File: src/rtl/sdiv_pkg.sv
package sdiv_pkg;
  // Condition field, most significant bit first: LT, GT, EQ, SO.
  typedef struct packed {
    logic lt;
    logic gt;
    logic eq;
    logic so;
  } crf_t;

  localparam crf_t CRF_OVF = '{lt: 1'b1, gt: 1'b0, eq: 1'b0, so: 1'b1};
endpackage

File: src/rtl/sdiv_prep.sv
// Operand conditioning: magnitudes, result sign and overflow detection.
module sdiv_prep #(
  parameter int W = 32
) (
  input  logic [W-1:0] a,
  input  logic [W-1:0] b,
  output logic [W-1:0] a_mag,
  output logic [W-1:0] b_mag,
  output logic         neg,
  output logic         ovf
);
  localparam logic [W-1:0] MINV = {1'b1, {(W-1){1'b0}}};
  localparam logic [W-1:0] ONES = {W{1'b1}};

  always_comb begin
    a_mag = a[W-1] ? (~a + 1'b1) : a;
    b_mag = b[W-1] ? (~b + 1'b1) : b;
    neg   = a[W-1] ^ b[W-1];
    ovf   = (b == '0) || ((a == MINV) && (b == ONES));
  end
endmodule

File: src/rtl/sdiv_core.sv
// Radix-2 restoring divider on unsigned magnitudes; one bit per cycle.
module sdiv_core #(
  parameter int W = 32
) (
  input  logic         clk,
  input  logic         rst_n,
  input  logic         load,
  input  logic [W-1:0] a_mag,
  input  logic [W-1:0] b_mag,
  output logic         busy,
  output logic         fin,
  output logic [W-1:0] q_mag
);
  localparam int CW = $clog2(W) + 1;
  localparam logic [CW-1:0] LAST = CW'(W - 1);

  logic [W:0]    rem;
  logic [W-1:0]  q;
  logic [W-1:0]  d;
  logic [CW-1:0] cnt;
  logic          run;
  logic [W:0]    shifted;
  logic [W+1:0]  diff;
  logic          take;

  always_comb begin
    shifted = {rem[W-1:0], q[W-1]};
    diff    = {1'b0, shifted} - {2'b00, d};
    take    = ~diff[W+1];
  end

  always_ff @(posedge clk or negedge rst_n) begin
    if (!rst_n) begin
      rem <= '0;
      q   <= '0;
      d   <= '0;
      cnt <= '0;
      run <= 1'b0;
      fin <= 1'b0;
    end else begin
      fin <= 1'b0;
      if (load && !run && !fin) begin
        rem <= '0;
        q   <= a_mag;
        d   <= b_mag;
        cnt <= '0;
        run <= 1'b1;
      end else if (run) begin
        rem <= take ? diff[W:0] : shifted;
        q   <= {q[W-2:0], take};
        cnt <= cnt + 1'b1;
        if (cnt == LAST) begin
          run <= 1'b0;
          fin <= 1'b1;
        end
      end
    end
  end

  assign busy  = run | fin;
  assign q_mag = q;
endmodule

File: src/rtl/sdiv_flags.sv
// Final sign, overflow substitution and condition-field update.
module sdiv_flags
  import sdiv_pkg::*;
#(
  parameter int W = 32
) (
  input  logic [W-1:0] q_mag,
  input  logic         neg,
  input  logic         ovf,
  input  logic         rec,
  input  logic         so,
  input  crf_t         cr_prev,
  output logic [W-1:0] quot_n,
  output crf_t         cr_n
);
  localparam logic [W-1:0] MINV = {1'b1, {(W-1){1'b0}}};

  crf_t cr_calc;

  always_comb begin
    if (ovf) quot_n = MINV;
    else     quot_n = neg ? (~q_mag + 1'b1) : q_mag;

    if (ovf) begin
      cr_calc = CRF_OVF;
    end else begin
      cr_calc.lt = quot_n[W-1];
      cr_calc.eq = (quot_n == '0);
      cr_calc.gt = ~quot_n[W-1] & (quot_n != '0);
      cr_calc.so = so;
    end
    cr_n = rec ? cr_calc : cr_prev;
  end
endmodule

File: src/rtl/sdiv_word.sv
module sdiv_word
  import sdiv_pkg::*;
#(
  parameter int W = 32
) (
  input  logic         clk,
  input  logic         rst_n,
  input  logic         start_valid,
  output logic         start_ready,
  input  logic [W-1:0] num,
  input  logic [W-1:0] den,
  input  logic         rec_en,
  input  logic         so_in,
  output logic [W-1:0] quot,
  output logic [3:0]   cr,
  output logic         ovf,
  output logic         done
);
  logic         accept;
  logic [W-1:0] a_mag, b_mag, q_mag, quot_n;
  logic         neg_c, ovf_c;
  logic         busy, fin;
  logic         neg_r, ovf_r, rec_r, so_r;
  crf_t         cr_q, cr_n;

  assign start_ready = ~busy;
  assign accept      = start_valid & start_ready;

  sdiv_prep #(.W(W)) u_prep (
    .a(num), .b(den), .a_mag(a_mag), .b_mag(b_mag), .neg(neg_c), .ovf(ovf_c)
  );

  sdiv_core #(.W(W)) u_core (
    .clk(clk), .rst_n(rst_n), .load(accept), .a_mag(a_mag), .b_mag(b_mag),
    .busy(busy), .fin(fin), .q_mag(q_mag)
  );

  sdiv_flags #(.W(W)) u_flags (
    .q_mag(q_mag), .neg(neg_r), .ovf(ovf_r), .rec(rec_r), .so(so_r),
    .cr_prev(cr_q), .quot_n(quot_n), .cr_n(cr_n)
  );

  always_ff @(posedge clk or negedge rst_n) begin
    if (!rst_n) begin
      neg_r <= 1'b0;
      ovf_r <= 1'b0;
      rec_r <= 1'b0;
      so_r  <= 1'b0;
      quot  <= '0;
      cr_q  <= '0;
      ovf   <= 1'b0;
      done  <= 1'b0;
    end else begin
      done <= fin;
      if (accept) begin
        neg_r <= neg_c;
        ovf_r <= ovf_c;
        rec_r <= rec_en;
        so_r  <= so_in;
      end
      if (fin) begin
        quot <= quot_n;
        cr_q <= cr_n;
        ovf  <= ovf_r;
      end
    end
  end

  assign cr = cr_q;
endmodule

File: config.mk
export PLATFORM = sky130hd
export DESIGN_NAME = sdiv_word
export DESIGN_NICKNAME = d
export VERILOG_FILES = /design/src/rtl/sdiv_pkg.sv /design/src/rtl/sdiv_prep.sv /design/src/rtl/sdiv_core.sv /design/src/rtl/sdiv_flags.sv /design/src/rtl/sdiv_word.sv
export SDC_FILE = /design/constraint.sdc
export NUM_CORES = 1
export LEC_CHECK = 0
export BUFFER_PORTS_ARGS = -buffer_cell sky130_fd_sc_hd__buf_2
export CAP_MARGIN = 20
export CORE_MARGIN = 1.5
export CORE_UTILIZATION = 60
export CTS_BUF_LIST = sky130_fd_sc_hd__clkbuf_16
export CTS_CLUSTER_DIAMETER = 80
export CTS_CLUSTER_SIZE = 12
export DETAILED_ROUTE_END_ITERATION = 10
export PLACE_DENSITY = 0.87
export SLEW_MARGIN = 10
export SYNTH_ARGS = -nofsm -noshare
export SYNTH_HDL_FRONTEND = slang
export SYNTH_SLANG_ARGS = --single-unit
File: constraint.sdc
create_clock -name clk -period 5.3 [get_ports clk]
set_input_delay 1.06 -clock clk [delete_from_list [all_inputs] [get_ports clk]]
set_output_delay 1.06 -clock clk [all_outputs]
set_load 0.005 [all_outputs]
* After elaboration in Yosys (flattened, before gate mapping)
Cells that the tools add are included.
Word-level totals: register bits 146, input port bits 69, output and inout port bits 39
Operators by class: add/sub/neg operators 5, eq/ne operators 3, multiplexer cells 18, bitwise operators 10, reductions and logical operators 11
Operator list (number):
- $mux 32 | 9
- $add 32x1->32 const B | 3
- $not 32->32 | 3
- $eq 32x32->1 const B | 2
- $logic_not 32->1 | 2
- $sub 33x32->34 | 1
- $reduce_bool 32->1 | 1
- $mux 6 | 2
- $add 6x1->6 const B | 1
- $eq 6x5->1 const B | 1
- $mux 1 | 6
- $mux 4 | 1
- $logic_and 1x1->1 | 3
- $not 1->1 | 3
- $and 1x1->1 | 2
- $logic_not 1->1 | 2
- $reduce_and 2->1 | 1
- $reduce_bool 2->1 | 1
- $logic_or 1x1->1 | 1
- $or 1x1->1 | 1
- $xor 1x1->1 | 1

* Logic depth before layout (Yosys ltp)
depth in word-level cells 7, gate-level depth with buffers 14, gate-level depth less buffers 12

* By module
From an unflattened synthesis, not the netlist that was laid out.
Unflattened totals: cells, all modules 1225, area total of the unflattened synthesis 10755.3 µm²
Modules (own cells, without submodules):
- sdiv_core | times used 1, cells an instance 704, area each 6140.9 µm²
- sdiv_word | times used 1, cells an instance 90, area each 1711.6 µm²
- sdiv_prep | times used 1, cells an instance 219, area each 1522.7 µm²
- sdiv_flags | times used 1, cells an instance 212, area each 1380.1 µm²

* Worst setup path before layout
No wires, ideal clock.
path type input to register, start point in den[8], end point reg u_core.d[30], arrival 3698 ps, slack 1466 ps, cell stages on the path 8, cell sequence or4_4 or3_4 or3_4 or4_4 or4_4 o31ai_2 xor2_1 o21ai_0
Between the ends: longest elaborated chain between the ends 3
Ends and longest elaborated chain:
- from (decl) | RTL line sdiv_word.sv:11 | input logic [W-1:0] den,
- $not 32->32 | RTL line sdiv_prep.sv:17 | b_mag = b[W-1] ? (~b + 1'b1) : b;
- $add 32x1->32 | RTL line sdiv_prep.sv:17
- $mux 32 | RTL line sdiv_prep.sv:17
- to (signal assigned) | RTL line sdiv_core.sv:45 | d <= b_mag;
- to (decl) | RTL line sdiv_core.sv:19 | logic [W-1:0] d;
Every way passes these cells. A chain may end at the register's enable or synchronous reset.

* Worst setup path after layout
start point reg u_core.d[1], end point reg u_core.rem[13]
Between the ends: longest elaborated chain between the ends 4
Ends and longest elaborated chain:
- $sub 33x32->34 | RTL line sdiv_core.sv:28 | diff = {1'b0, shifted} - {2'b00, d};
- $mux 32 | RTL line sdiv_core.sv:49 | rem <= take ? diff[W:0] : shifted;
- $mux 32 | RTL line sdiv_core.sv:48 | end else if (run) begin
- $mux 32 | RTL line sdiv_core.sv:42 | if (load && !run && !fin) begin
- to (signal assigned) | RTL line sdiv_core.sv:49
- to (decl) | RTL line sdiv_core.sv:17 | logic [W:0] rem;
Every way passes these cells. The select of a mux whose other input is x is not followed.

==> reports/metrics.sh <==
VIAS_IN_THE_FIRST_GLOBAL_ROUTE=8466
CLKPWRFRAC=0.204
MAPPEDNETLISTNETS=1262
POST-ROUTE-MIN-PERIOD_NS=4.17
HPWLAFTERDP_UM=17600
SYN_AREA_PER_CELL_UM2=8.66
TIMING.CRITICAL_PATH.BUF_INV=2
CLOCK.FMAX_GHz=0.240
TIMING.CRITICAL_PATH.MAX_DELAY_FAMILY='compound AO/OA/AOI/OAI gates'
ASYNC_FLOP_SHARE=1.00
SYNTH.TOP_CELLS.BY_AREA='dfrtp_1, xor2_1, nand2_1, o21ai_0, mux2i_1'
HP-CLASS='register to register'
YS_FF_LATCH=146
FINAL_LAYOUT_SIZE_SUFFIX_GT1_FRAC=0.145
REG2REG_FROM='u_core.d[1]$_DFFE_PN0P_'
CRIT_PATH_MAX_INCR_DELAY_NS=0.59
DIEWIDTH_UM=132
SKEW_NS=0.0115
DESIGN.PORTCOUNT=108
YOSYSWARNINGS=0
FINAL_CELLS=1455
CRITICAL-PATH-TOP-CELL-BY-COUNT='nor4_1'
CTSHTREEMAXLEVEL=4
SYNTH_AREA_UM2=10000
TOTAL_SWITCHING_POWER_W=0.00292
MET2_LENGTH_UM=11800
HOLDPATHSTAGES=2
FINAL-MAX-SLEW-VIOLATION-COUNT=0
TIMING.SETUP.TNS_NS=0
CRIT_PATH_MAX_FANOUT=39
GRT_FIRST_PASS_WIRELENGTH_UM=41800
POST-CTS-SETUP-BUFFER-COUNT=0
DR.FIRST_ITER.DRC_COUNT=866
VDD.IR_DROP.WORST_mV=0.393
SYNTH_SEQUENTIAL_AREA_RATIO=0.365
CORE_UM2=16400
WORST_HOLD_PATH.ENDPOINT='u_core.d[20]$_DFFE_PN0P_'
CP_CELL_SEQUENCE='inv_1 > ha_1 > nor2b_1 > o2111a_1 > nor4b_1 > nor4_1 > o21a_1 > o41a_1 > a2111oi_4 > buf_4 > nor4_1 > a311o_1'
DIE_HEIGHT_UM=132
GR-USAGE-ALL-LAYERS=0.295
DRT_WL_TOTAL_UM=25700
SETUP-VIOLATIONS-FINAL=0
YOSYS_MOST_USED_DFF='dfrtp_1'
RSZ0062_AT_GRT='no'
FRACTION_OF_POWER_CONSUMED_BY_COMBINATIONAL_CELLS=0.510
GR-TOTAL-OVERFLOW=0
SEQ_POWER_SHARE=0.286
TRANSITION_TIME_AT_THE_PIN_WITH_THE_LEAST_SLEW_MARGIN_NS=0.963
DETAILROUTE.VIA_COUNT=9053
LAYOUT_WORST_PATH_CYCLE_SHARE=0.786
CP.REQUIRED_NS=5.60
SYN_TO_FINAL_GROWTH_PCT=13.6
PORTBUFFERS=107
VIAS_PER_CELL=6.22
REG2REG_TO='u_core.rem[13]$_DFFE_PN0P_'
CLKSLEWWORSTSETUPHOLDPATHS_NS=0.06
FINAL_NUMBER_OF_HOLD_VIOLATING_ENDPOINTS=0
NUMCTSBUFFERS=17
POST_SYNTH_NUM_CELL_TYPES=67
ROOT_BUFFER_MASTER='clkbuf_16'
POST-PLACE-CELLS=1420
DETAILEDROUTE.FIRSTPASSITERATIONCOUNT=6
INITIAL_CORE_UTIL=0.610
CAP_VIOLATIONS=0
LARGEST_NET_DEGREE_AT_THE_START_OF_GLOBAL_ROUTING=111
NETSWITCHINGFRACTION=0.423
REG2REG_SLACK_NS=1.13
CLOCK_LATENCY_LATE_SINK_NS=0.43
STATIC-LEAKAGE-POWER_nW=5.01
R2R_CELLS=12
AVGROUTEDWIREPERCELL_UM=17.6
TIGHTEST_SLEW_MARGIN_RELATIVE_TO_THE_LIMIT=0.358
POWER.INTERNAL_W=0.00398
CRITICAL_PATH_CLASS='register to register'
POWER-PER-CELL-AREA_nW_PER_UM2=607
MIN_FROM='u_core.d[20]$_DFFE_PN0P_'
DIE_AREA_UM2=17500
CRITICAL_PATH.SLOWEST_CELL='nor4b_1'
NETLIST.AREA_LEADER.SHARE=0.365
CRIT_PATH_START_KIND='register'
ANTENNA_VIOLATIONS_BEFORE_REPAIR=1
TOP_LAYER_USED='met5'
ARRIVAL_NS=4.47
NETS=1328
DRT_DRC_VIOLATIONS_LEFT=0
POST_CTS_RESIZED=0
YOSYS.CELL_COUNT.TOP_TYPE='nand2_1'
ANT_NETS=0
CTS.PATH.MAX_BUFFERS=2
END_KIND='register'
RUN_STATUS='complete, no violations'
CLOCK_SINKS=146
LEADING_POST_SYNTHESIS_CELLS_BY_INSTANCE_COUNT='nand2_1, dfrtp_1, o21ai_0'
CTS_HOLD_REPAIR.BUFFERS=0
SYNTH.LARGEST_AREA_CELL='dfrtp_1'
NUM_ROWS=47
CTS_TREE='yes'
ROUTEDLENGTHMET1_UM=11600
WL_MET3_UM=1950
GPL.FINAL_WEIGHTED_CONGESTION=0.922
SYNTH_CELLS=1155
POST_SYNTH_EDFFS=0
-- per-stage QoR --
| stage | hold WS, ns | total power [W] | setup WS, ns | instance area, um^2 | utilization |
|---|---|---|---|---|---|
| 2_1_floorplan | 0.393 | 0.00456 | 1.47 | 10000 | - |
| 3_3_place_gp | 0.457 | 0.00516 | 1.23 | 10600 | 0.647 |
| 3_5_place_dp | 0.471 | 0.00531 | 1.17 | 10600 | 0.647 |
| 4_1_cts | 0.484 | 0.00680 | 1.16 | 11300 | 0.689 |
| 5_1_grt | 0.511 | 0.00735 | 0.950 | 11400 | 0.692 |
| 6_report | 0.479 | 0.00690 | 1.13 | 11400 | 0.693 |
-- layout make-up --
class                      count  area [um^2]
tap                          220          275
sequential                   146         3650
antenna                        2         5.00
multi-input combinational    877         5860
fill                        1267         5040
inverter                      63          236
timing repair buffer         116          649
clock inverter                14          259
clock buffer                  17          425
-- power groups by stage --
stage                     sequential, W  clock, W  combinational (W)
after floorplan                 0.00174         0            0.00282
after global placement          0.00195         0            0.00321
after detailed placement        0.00197         0            0.00334
after CTS                       0.00196   0.00142            0.00342
after global routing            0.00201   0.00147            0.00388
final                           0.00197   0.00141            0.00352
-- worst max-delay path by stage --
stage / slack [ns] / start / depth (start not counted) / end
floorplan: 1.47 / den[8] / 8 / u_core.d[30]$_DFFE_PN0P_
global placement: 1.23 / den[8] / 9 / u_core.d[30]$_DFFE_PN0P_
detailed placement: 1.17 / den[2] / 10 / u_core.d[30]$_DFFE_PN0P_
CTS: 1.16 / u_core.d[1]$_DFFE_PN0P_ / 12 / u_core.rem[13]$_DFFE_PN0P_
global route: 0.95 / u_core.d[1]$_DFFE_PN0P_ / 12 / u_core.rem[13]$_DFFE_PN0P_
finish: 1.13 / u_core.d[1]$_DFFE_PN0P_ / 12 / u_core.rem[13]$_DFFE_PN0P_
-- placed cells by master, fill, tap and decap left out, types with 18 or more instances in the layout --
cell type  count
nor3_1        19
or3_1         18
xnor2_1       53
nand2_1      153
inv_1         64
nand3_1       22
o31ai_1       21
ha_1          37
dfrtp_1      145
a21oi_1       36
xor2_1        67
mux2i_1       51
o22ai_1       41
o21ai_0      110
nor2_1        55
buf_2        106
-- flip-flops by register name, summed over array words and instances (netlist names) --
register and count:
u_core.cnt 6, u_core.fin 1, u_core.run 1, so_r 1, u_core.d 32, u_core.q_mag 32
rec_r 1, cr 4, ovf_r 1, done 1, ovf 1, neg_r 1
quot 32, u_core.rem 32
-- kinds of logic (layout without fill, tap and decap cells) --
family          Yosys count  count (layout)  share of synthesized area
buf+inv                 132             210                     0.0508
xor+xnor                120             120                      0.105
flops                   146             146                      0.365
mux                      67              67                     0.0690
other cells               0               2                          0
simple gates            355             355                      0.172
compound gates          297             297                      0.190
fa+ha+maj                38              38                     0.0483
-- routing by layer --
layer,global-route usage,vias to the layer above
li1,-,4276
met1,0.420,4346
met2,0.464,387
met3,0.0584,42
met4,0.0728,2
met5,0,-
-- worst reg2reg max path: stages (launching register included) --
cell       delay, ns
dfrtp_1         0.40
inv_1           0.06
ha_1            0.28
nor2b_1         0.16
o2111a_1        0.25
nor4b_1         0.59
nor4_1          0.22
o21a_1          0.24
o41a_1          0.47
a2111oi_4       0.31
buf_4           0.54
nor4_1          0.15
a311o_1         0.37
(Power assumes the default switching activity.)
